==> config.mk <==
export PLATFORM = sky130hd
export DESIGN_NAME = mod_mul_pipe
export DESIGN_NICKNAME = d
export VERILOG_FILES = /design/src/rtl/mm_pkg.sv /design/src/rtl/mm_product.sv /design/src/rtl/mm_fold_stage.sv /design/src/rtl/mm_range_fix.sv /design/src/rtl/mm_end_around.sv /design/src/rtl/mod_mul_pipe.sv
export SDC_FILE = /design/constraint.sdc
export NUM_CORES = 1
export LEC_CHECK = 0
export BUFFER_PORTS_ARGS = -buffer_cell sky130_fd_sc_hd__buf_2
export CORE_ASPECT_RATIO = 0.8
export CORE_MARGIN = 5
export CORE_UTILIZATION = 35
export DETAILED_ROUTE_END_ITERATION = 7
export SLEW_MARGIN = 0
export SYNTH_ARGS = -nofsm -noshare
export SYNTH_HDL_FRONTEND = slang
export SYNTH_SLANG_ARGS = --single-unit
==> constraint.sdc <==
create_clock -name clk -period 12.17 [get_ports clk]
set_clock_uncertainty 0.05 [all_clocks]
set_input_delay 1.217 -clock clk [delete_from_list [all_inputs] [get_ports clk]]
set_output_delay 1.217 -clock clk [all_outputs]
set_load 0.05 [all_outputs]
==> src/rtl/mm_pkg.sv <==
package mm_pkg;

  // Bits needed to hold the constant K.
  function automatic int scale_bits(input int k);
    return $clog2(k + 1);
  endfunction

  // Pipeline depth: two product stages, then one fold stage for K = 1
  // or three reduction stages otherwise.
  function automatic int pipe_depth(input int k);
    return (k == 1) ? 3 : 5;
  endfunction

endpackage

==> src/rtl/mm_product.sv <==
// Two-stage binary product: operand A is split in halves, each half times B
// is registered, then the two partial products are aligned and summed.
module mm_product #(
  parameter int N = 18
) (
  input  logic           clk,
  input  logic           en,
  input  logic [N-1:0]   a,
  input  logic [N-1:0]   b,
  output logic [2*N-1:0] p
);
  localparam int HN  = N / 2;
  localparam int LOW = HN + N;
  localparam int HIW = (N - HN) + N;
  localparam int PW  = 2 * N;

  logic [LOW-1:0] lo_pp;
  logic [HIW-1:0] hi_pp;

  always_ff @(posedge clk) begin
    if (en) begin
      lo_pp <= LOW'(a[HN-1:0]) * LOW'(b);
      hi_pp <= HIW'(a[N-1:HN]) * HIW'(b);
    end
  end

  always_ff @(posedge clk) begin
    if (en) p <= (PW'(hi_pp) << HN) + PW'(lo_pp);
  end
endmodule

==> src/rtl/mm_fold_stage.sv <==
// One fold: the word above bit N is scaled by K (since 2^N is congruent to K),
// the low N bits are passed on separately. Both are registered.
module mm_fold_stage #(
  parameter int N  = 18,
  parameter int K  = 3,
  parameter int IW = 36,
  localparam int KW  = mm_pkg::scale_bits(K),
  localparam int HKW = (IW - N) + KW
) (
  input  logic           clk,
  input  logic           en,
  input  logic [IW-1:0]  x,
  output logic [HKW-1:0] hi_k,
  output logic [N-1:0]   lo
);
  always_ff @(posedge clk) begin
    if (en) begin
      hi_k <= HKW'(x[IW-1:N]) * HKW'(K);
      lo   <= x[N-1:0];
    end
  end
endmodule

==> src/rtl/mm_range_fix.sv <==
// Final stage: add the three congruent terms and subtract the modulus at most
// twice; the term bounds keep the sum below three times the modulus.
module mm_range_fix #(
  parameter int N  = 18,
  parameter int K  = 3,
  parameter int CW = 4
) (
  input  logic          clk,
  input  logic          en,
  input  logic [N-1:0]  t_a,
  input  logic [N-1:0]  t_b,
  input  logic [CW-1:0] t_c,
  output logic [N-1:0]  res
);
  localparam int SW = N + 2;
  localparam logic [SW-1:0] MODV = SW'((64'd1 << N) - 64'(K));

  logic [SW-1:0] sum, once, twice;

  always_comb begin
    sum   = SW'(t_a) + SW'(t_b) + SW'(t_c);
    once  = (sum  >= MODV) ? sum  - MODV : sum;
    twice = (once >= MODV) ? once - MODV : once;
  end

  always_ff @(posedge clk) begin
    if (en) res <= N'(twice);
  end
endmodule

==> src/rtl/mm_end_around.sv <==
// K = 1 reduction: high half plus low half with the carry wrapped back in;
// the all-ones word is the second code for zero and is replaced by 0.
module mm_end_around #(
  parameter int N = 18
) (
  input  logic           clk,
  input  logic           en,
  input  logic [2*N-1:0] p,
  output logic [N-1:0]   res
);
  logic [N:0]   s;
  logic [N-1:0] t;

  always_comb begin
    s = (N+1)'(p[2*N-1:N]) + (N+1)'(p[N-1:0]);
    t = N'(s) + N'(s[N]);
  end

  always_ff @(posedge clk) begin
    if (en) res <= (t == '1) ? '0 : t;
  end
endmodule

==> src/rtl/mod_mul_pipe.sv <==
module mod_mul_pipe #(
  parameter int N = 18,
  parameter int K = 3
) (
  input  logic         clk,
  input  logic         rst_n,
  input  logic         in_valid,
  output logic         in_ready,
  input  logic [N-1:0] in_a,
  input  logic [N-1:0] in_b,
  output logic         out_valid,
  input  logic         out_ready,
  output logic [N-1:0] out_res
);
  localparam int LAT = mm_pkg::pipe_depth(K);
  localparam int KW  = mm_pkg::scale_bits(K);

  if (K < 1 || (longint'(K) * longint'(K + 1)) >= (longint'(1) << N)) begin : g_bad_params
    $error("mod_mul_pipe: K must satisfy 1 <= K and K*(K+1) < 2^N");
  end

  // Whole-pipeline advance: freeze only when a held result is refused.
  logic en;
  assign en       = out_ready | ~out_valid;
  assign in_ready = en;

  logic [LAT-1:0] vld;
  always_ff @(posedge clk) begin
    if (!rst_n)  vld <= '0;
    else if (en) vld <= {vld[LAT-2:0], in_valid};
  end
  assign out_valid = vld[LAT-1];

  logic [2*N-1:0] prod;
  mm_product #(.N(N)) u_product (
    .clk(clk), .en(en), .a(in_a), .b(in_b), .p(prod)
  );

  if (K == 1) begin : g_short
    mm_end_around #(.N(N)) u_end_around (
      .clk(clk), .en(en), .p(prod), .res(out_res)
    );
  end else begin : g_full
    logic [N+KW-1:0] f1_hi;
    logic [N-1:0]    f1_lo;
    logic [2*KW-1:0] f2_hi;
    logic [N-1:0]    f2_lo;
    logic [N-1:0]    f1_lo_d;

    mm_fold_stage #(.N(N), .K(K), .IW(2*N)) u_fold1 (
      .clk(clk), .en(en), .x(prod), .hi_k(f1_hi), .lo(f1_lo)
    );

    mm_fold_stage #(.N(N), .K(K), .IW(N+KW)) u_fold2 (
      .clk(clk), .en(en), .x(f1_hi), .hi_k(f2_hi), .lo(f2_lo)
    );

    // Low half of the product waits one stage alongside the second fold.
    always_ff @(posedge clk) begin
      if (en) f1_lo_d <= f1_lo;
    end

    mm_range_fix #(.N(N), .K(K), .CW(2*KW)) u_range_fix (
      .clk(clk), .en(en), .t_a(f1_lo_d), .t_b(f2_lo), .t_c(f2_hi),
      .res(out_res)
    );
  end
endmodule

== After elaboration in Yosys (flattened, before gate mapping) ==
Index checks and enable logic that the tools add are counted.
W data, S select, Z words.
Storage, ports and cells
  bits in registers: 191
  input bits: 40
  word-level logic and storage cells: 25
Operators by class
  add/sub/neg operators: 5
  multiply operators: 4
  $lt $le $gt $ge: 2
  multiplexer cells: 2
  bitwise operators: 2
Operators with widths (number)
  $mul A9 B18 Y27: 2
  $ge A20 B18 Y1 const B: 2
  $add A36 B27 Y36: 1
  $add A20 B4 Y20: 1
  $mul A18 B2 Y20 const B: 1
  $mux W20: 1
  $sub A20 B18 Y20 const B: 1
  $add A18 B18 Y19: 1
  $mux W18: 1
  $sub A18 B18 Y18 const B: 1
  $mul A2 B2 Y4 const B: 1
  $not A1 Y1: 1
  $or A1 B1 Y1: 1

== Logic depth before layout (Yosys ltp) ==
Gate-level depths: netlist of run 1.
  word-level depth: 6
  depth in mapped cells: 27

== Modules after synthesis ==
A second synthesis of run 1 with hierarchy kept.
Unflattened totals
  cell total of the unflattened synthesis: 2024
  area total of the unflattened synthesis: 20503.4 um^2
By module, submodules not included
  mm_product: instances 1, cells each 1441, area an instance 13857.0 um^2, seq. area each 2702.6 um^2
  mm_range_fix: instances 1, cells each 345, area an instance 3067.9 um^2, seq. area each 540.5 um^2
  mm_fold_stage (g_full.u_fold1): instances 1, cells each 176, area an instance 2149.6 um^2, seq. area each 1141.1 um^2
  mod_mul_pipe: instances 1, cells each 36, area an instance 735.7 um^2, seq. area each 640.6 um^2
  mm_fold_stage (g_full.u_fold2): instances 1, cells each 26, area an instance 693.2 um^2, seq. area each 660.6 um^2

== Worst setup path after synthesis of run 1 ==
No wires, ideal clock.
  path kind: input to register
  start point: input port in_b[5]
  end point: register u_product.hi_pp[25] (data pin)
  data arrival time: 6.410 ns
  required time: 11.854 ns
  slack: 5.444 ns
  cell stages on the path: 25
  path through: clkbuf_1 -> clkbuf_1 -> nand2_1 -> fa_1 -> fa_1 -> inv_1 -> ha_1 -> inv_1 -> fa_1 -> inv_1 -> ha_1 -> a21o_1 -> a21oi_1 -> o21ai_0 -> a21oi_1 -> nand2b_1 -> a21boi_0 -> nor3_1 -> o21ai_0 -> o311ai_0 -> o21ai_0 -> o41a_1 -> a41o_1 -> o41ai_1 -> xnor2_1
On the way
  longest elaborated chain between the ends: 1
Ends and longest elaborated chain
  from (decl): line mod_mul_pipe.sv:10  | input logic [N-1:0] in_b,
  $mul A9 B18 Y27: line mm_product.sv:23  | hi_pp <= HIW'(a[N-1:HN]) * HIW'(b);
  to (signal assigned): line mm_product.sv:23
  to (decl): line mm_product.sv:18  | logic [HIW-1:0] hi_pp;
No other way between the ends.
A chain may end at the register's enable or synchronous reset.

== Worst setup path in the final report of run 1 ==
  start point: input port in_b[7]
  end point: register u_product.hi_pp[26] (data pin)
The elaborated chain is that of the path after synthesis.

==> results.json, run 1 <==
{
  "timing_max_transition_violations_final": 0,
  "achievable-frequency_mhz": 146,
  "core_area_mm2": 0.0553,
  "tritoncts": "yes",
  "antenna_violating_nets_post_route": 0,
  "critPathArrivalTime_ps": 6980,
  "n_fill_cell": 5551,
  "synth_async_sr_flop_share_pct": 0,
  "setup.worst_path.start_class": "input port",
  "maximum_number_of_pins_on_one_net_before_global_route_repair": 78,
  "ctsHtreeMaxLevel": 4,
  "synth-warning-count": 0,
  "hpwl_mm": 33.0,
  "post-cts-setup-buffer-count": 0,
  "worst_ep_required_time_ps": 12300,
  "synth_cell_types": 79,
  "top_cell_types_by_occurrence_after_synthesis": "inv_1 (269), nand2_1 (258), fa_1 (230), edfxtp_1 (186), ha_1 (159)",
  "grt_first_pass_wirelength_mm": 69.9,
  "count_of_state_elements_after_synthesis": 191,
  "areaGrowthSynthToFinish_pct": 7.93,
  "status": "complete, no violations",
  "fin_nets": 2386,
  "cp_max_fo": 18,
  "path_clk_slew_ps": 80,
  "initialDrtViolationCount": 863,
  "totalWireLength_mm": 41.7,
  "count_of_hold_buffers_inserted_by_post_cts_repair": 0,
  "synth_area_leader_cell": "edfxtp_1",
  "placement_rows": 77,
  "synth_top_cells_by_area": "edfxtp_1 (29%), fa_1 (24%), ha_1 (10%)",
  "die_width_um": 274,
  "gr_util_all_layers_pct": 13.9,
  "die-height_um": 221,
  "synthMostInstantiatedCell": "inv_1",
  "setup_viol": 0,
  "ctsLongestPathBuffers": 2,
  "ys.flop_type": "edfxtp_1",
  "via_count_of_the_first_global_routing_pass": 13600,
  "timing_worst_setup_path_type": "in -> reg",
  "syn_avg_cell_area_um2": 10.1,
  "endpoint_kind": "flop",
  "cap_viol_max_count": 0,
  "drtPass1Iterations": 5,
  "final_min_period_over_clock_period_pct": 56.3,
  "synth_seq_area_share_pct": 29.1,
  "drt-wirelength-per-cell_um": 15.3,
  "remaining_drc_errors": 0,
  "clockRootBuffer": "clkbuf_16",
  "cts_inserted_buffers": 17,
  "detailroute.via_count": 13300,
  "layout-drive-gt1-share_pct": 5.89,
  "timing.final.crit_period_ps": 6850,
  "rsz_0062_raised_after_global_routing": "no",
  "sink_count": 191,
  "finalHoldViolCount": 0,
  "dpl.cell_count": 2688,
  "post_layout_nonfiller_instances": 2720,
  "slew_headroom_pct": 37.4,
  "grt_overflow": 0,
  "hold_path.class": "reg -> reg",
  "port_buffers": 59,
  "synth_top_area_share_pct": 28.6,
  "die_area_mm2": 0.0607,
  "syn-num-nets": 2368,
  "synth_enable_flop_cells": 186,
  "place_congestion": 0.847,
  "io_pins": 60,
  "floorplan.initialDensity_pct": 35.3,
  "synthesis.area_mm2": 0.0195,
  "insertion_delay_ps": 440,
  "viasPerCell": 4.89,
  "sum_of_negative_setup_slack_ps": 0,
  "postSynthCellCount": 1939,
  "max_slew.worst_pin.slew_ps": 931,
  "cts_resized": 0,
  "grt_antenna_before_repair": 1
}
[worst max-delay path, stage by stage]
cell and delay, ps:
buf_2 370, nand2_1 150, fa_1 580, fa_1 460, fa_1 520, fa_1 490, inv_1 40, ha_1 320
o21ai_0 120, a21boi_0 250, o21ai_0 160, a21boi_0 290, o21ai_0 160, a21o_1 190, a21oi_1 260, a41oi_1 200
a2111oi_0 660, o21a_1 220, o21a_1 140, o41ai_1 80, xnor2_1 130
[cell usage in the layout (no fill, tap or decap), drive strengths merged, types with 4 or more instances in the layout]
cell type,n
o21ai,45
nand2,258
and3,9
ha,159
nand4,5
clkinv,8
o31ai,8
buf,61
xor2,25
o2111a,4
clkbuf,17
nand2b,12
a31oi,8
o22ai,5
a211oi,12
nor2,106
a21boi,20
o211ai,12
and2,131
o41ai,4
or2,11
nor4,10
nor2b,18
fa,230
or3,10
o21a,16
inv,274
or4,6
a21oi,63
nand3,28
a211o,5
o21bai,6
o41a,4
nor3,39
dfxtp,5
nor4b,4
edfxtp,186
xnor2,85
a21o,20
[path summary, 6_finish.rpt]
path | endpoint | cells after the start | slack, ps | from
setup / recovery | u_product.hi_pp[26] | 21 | 5320 | in_b[7]
hold / removal | g_full.f1_lo_d[16] | 0 | 360 | g_full.u_fold1.lo[16]
setup reg to reg | g_full.u_range_fix.res[11] | 21 | 5660 | g_full.f1_lo_d[0]
hold reg to reg | g_full.f1_lo_d[16] | 0 | 360 | g_full.u_fold1.lo[16]
[final cells by class]
cell class | count | area (um^2) | share of cell area (%)
Antenna cell | 1 | 2.50 | 0.0119
Multi-Input combinational cell | 1417 | 12600 | 59.7
Timing Repair Buffer | 61 | 310 | 1.47
Clock buffer | 17 | 425 | 2.02
Clock inverter | 14 | 111 | 0.528
Sequential cell | 191 | 5690 | 27.0
Tap cell | 750 | 938 | 4.45
Inverter | 269 | 1010 | 4.81
[cells by family after synthesis]
kind of cell,after synthesis,share of synthesized area (%)
adders and majority gates,389,33.7
muxes,3,0.154
buffers and inverters,331,6.42
DFF,191,29.1
AOI/OAI and AO/OA,260,9.24
xor gates and xnor gates,111,5.05
and+or+nand+nor,654,16.3
[state kept, by name (all words and copies together), names as in the netlist, 5 cells and up]
name,cells
g_full.f1_lo_d,18
g_full.u_fold1.hi_k,20
g_full.u_fold1.lo,18
g_full.u_fold2.lo,18
g_full.u_range_fix.res,18
u_product.hi_pp,27
u_product.lo_pp,27
u_product.p,36
vld,5
[per-stage QoR]
step                cell area (um^2)  hold slack (ps)  utilization (%)  setup slack, ps
floorplan                      19500              350                -             5440
global placement               20500              352             37.2             5090
detailed placement             20500              355             37.2             4890
CTS                            21100              357             38.1             5340
global route                   21100              369             38.1             4870
finish                         21100              360             38.1             5320
[per-layer routing]
metal / GRT usage [%] / routed length (um)
met3: 1.74 / 1450
met4: 2.75 / 604
met1: 20.1 / 20000
met5: 0 / 0
met2: 22.7 / 19600
Power of run 1 is left out: the tool's default activity adds up to more than one toggle a clock period on the data nets, which glitch-free logic cannot reach.
==> inputs of run 2 (changes only) <==
==> constraint.sdc (replaced) <==
create_clock -name clk -period 5.65 [get_ports clk]
set_clock_uncertainty 0.05 [all_clocks]
set_input_delay 0.565 -clock clk [delete_from_list [all_inputs] [get_ports clk]]
set_output_delay 0.565 -clock clk [all_outputs]
set_load 0.05 [all_outputs]
==> run 2 against run 1 <==
- die area did not move
- register-to-register slack lost 5400 ps
- critical path depth grew 3
- non-clock buffer count increased by 158
- final area grew 7.8%
- clock-buffer cell count unchanged
- sequential share of layout area is 1.9 points lower
- utilization grew 3.0 points
- first-iteration DRC count fell by 23%
- worst setup slack got worse by 5100 ps
- via count up 3.8%
==> results.json, run 2 (same netlist as run 1, synthesis figures left out) <==
{
  "status": "complete, no violations",
  "critPathArrivalTime_ps": 5560,
  "hpwl_mm": 34.7,
  "grt_overflow": 0,
  "gr_util_all_layers_pct": 14.1,
  "most-common-layout-cells": "inv_1 (268), nand2_1 (256), fa_1 (228), edfxtp_1 (186), ha_1 (157)",
  "viasPerCell": 4.80,
  "timing_max_transition_violations_final": 0,
  "die_area_mm2": 0.0607,
  "max_slew.worst_pin.slew_ps": 854,
  "tritoncts": "yes",
  "endpoint_kind": "flop",
  "rsz_0062_raised_after_global_routing": "yes",
  "dpl_cell_area_mm2": 0.0217,
  "finalHoldViolCount": 0,
  "initialDrtViolationCount": 667,
  "core_area_mm2": 0.0553,
  "n_fill_cell": 5382,
  "layout-drive-gt1-share_pct": 15.0,
  "slew_headroom_pct": 43.1,
  "port_buffers": 59,
  "post_layout_nonfiller_instances": 2879,
  "timing.final.crit_period_ps": 5410,
  "io_pins": 60,
  "totalWireLength_mm": 41.9,
  "worstPathBufferInverterCount": 4,
  "clockRootBuffer": "clkbuf_16",
  "antenna_violating_nets_post_route": 0,
  "count_of_hold_buffers_inserted_by_post_cts_repair": 0,
  "ctsHtreeMaxLevel": 4,
  "largest_reg_flops": 36,
  "cp_max_fo": 12,
  "final_area_mm2": 0.0227,
  "worst_path_max_delay_cell": "fa_1",
  "die-height_um": 221,
  "timing_worst_setup_path_type": "in -> reg",
  "placement_rows": 77,
  "insertion_delay_ps": 440,
  "maximum_number_of_pins_on_one_net_before_global_route_repair": 71,
  "grt_first_pass_wirelength_mm": 71.1,
  "detailroute.via_count": 13800,
  "dpl.cell_count": 2834,
  "critical_path.cell_chain": "buf_6 > nand2_1 > fa_1 > fa_1 > inv_1 > ha_1 > inv_1 > fa_1 > inv_1 > ha_1 > a21o_1 > a21oi_2 > o21ai_1 > a21oi_2 > nand2b_1 > a21boi_0 > o31ai_2 > a21oi_2 > a41o_1 > o41a_1 > nand4_1 > nand3_1 > o211a_1 > xor2_1",
  "layout.core_utilization_pct": 41.1,
  "registers.top_by_ff_count": "u_product.p",
  "drt-wirelength-per-cell_um": 14.6,
  "cap_viol_max_count": 0,
  "achievable-frequency_mhz": 185,
  "ctsLongestPathBuffers": 2,
  "path_delay_family": "adder cells",
  "drtPass1Iterations": 6,
  "setup.worst_path.start_class": "input port",
  "via_count_of_the_first_global_routing_pass": 14600,
  "largest_stage_delay_worst_path_ps": 540,
  "hold_path.class": "in -> reg",
  "grt_antenna_before_repair": 3,
  "setup_viol": 0,
  "die_width_um": 274,
  "path_clk_slew_ps": 80,
  "final_min_period_over_clock_period_pct": 95.7,
  "fin_nets": 2544,
  "areaGrowthSynthToFinish_pct": 16.3,
  "sink_count": 191,
  "biggestRegsByFlops": "u_product.p x36, u_product.hi_pp x27, u_product.lo_pp x27",
  "final_common_cell": "inv_1",
  "place_congestion": 0.845,
  "floorplan.initialDensity_pct": 35.3,
  "worst_ep_required_time_ps": 5800,
  "remaining_drc_errors": 0,
  "cts_inserted_buffers": 17
}
-- run 2: timing repair --
| action | in CTS | in global routing |
|---|---|---|
| resized for setup | 3 | 57 |
| endpoints found under the setup margin | 18 | 32 |
| setup buffers | 0 | 12 |
| pin swaps | 1 | 25 |
-- run 2: tightest hold or removal path, delay by kind of cell --
family | cells | cell delay, ps
simple gates | 1 | 40
buf+inv | 1 | 90
compound gates | 1 | 70
-- run 2: layout make-up --
type	instances	area [um^2]	share of cell area (%)
Clock buffer	17	425	1.87
Inverter	269	1010	4.46
Multi-Input combinational cell	1417	12900	56.7
Antenna cell	1	2.50	0.0110
Sequential cell	191	5690	25.0
Tap cell	750	938	4.13
Timing Repair Buffer	219	1560	6.85
Clock inverter	15	218	0.958
-- run 2: routing by layer --
metal	part of all wire [%]	track usage, %	up-vias
li1	-	-	6754
met2	48	23.9	204
met3	3.6	2.29	54
met5	0.064	0	-
met4	1.9	3.22	4
met1	46	18.9	6792
-- run 2: final timing paths --
path | startpoint | endpoint | slack [ps] | depth (start not counted)
hold reg to reg | g_full.u_fold1.hi_k[1] | g_full.u_fold2.lo[1] | 370 | 0
setup reg to reg | g_full.f1_lo_d[0] | g_full.u_range_fix.res[12] | 310 | 22
hold / removal | in_valid | vld[0] | 320 | 3
setup / recovery | in_a[2] | u_product.lo_pp[25] | 240 | 24
-- run 2: per-stage QoR --
stage | hold WS (ps) | setup WS (ps) | TNS, ps
final | 319 | 243 | 0
after global routing | 302 | -56.1 | -150
after CTS | 294 | 3.35 | 0
after detailed placement | 355 | -507 | -4190
after global placement | 355 | -379 | -2090
after floorplan | 350 | -1.97 | -1.98
Power of run 2 is left out for the same reason.
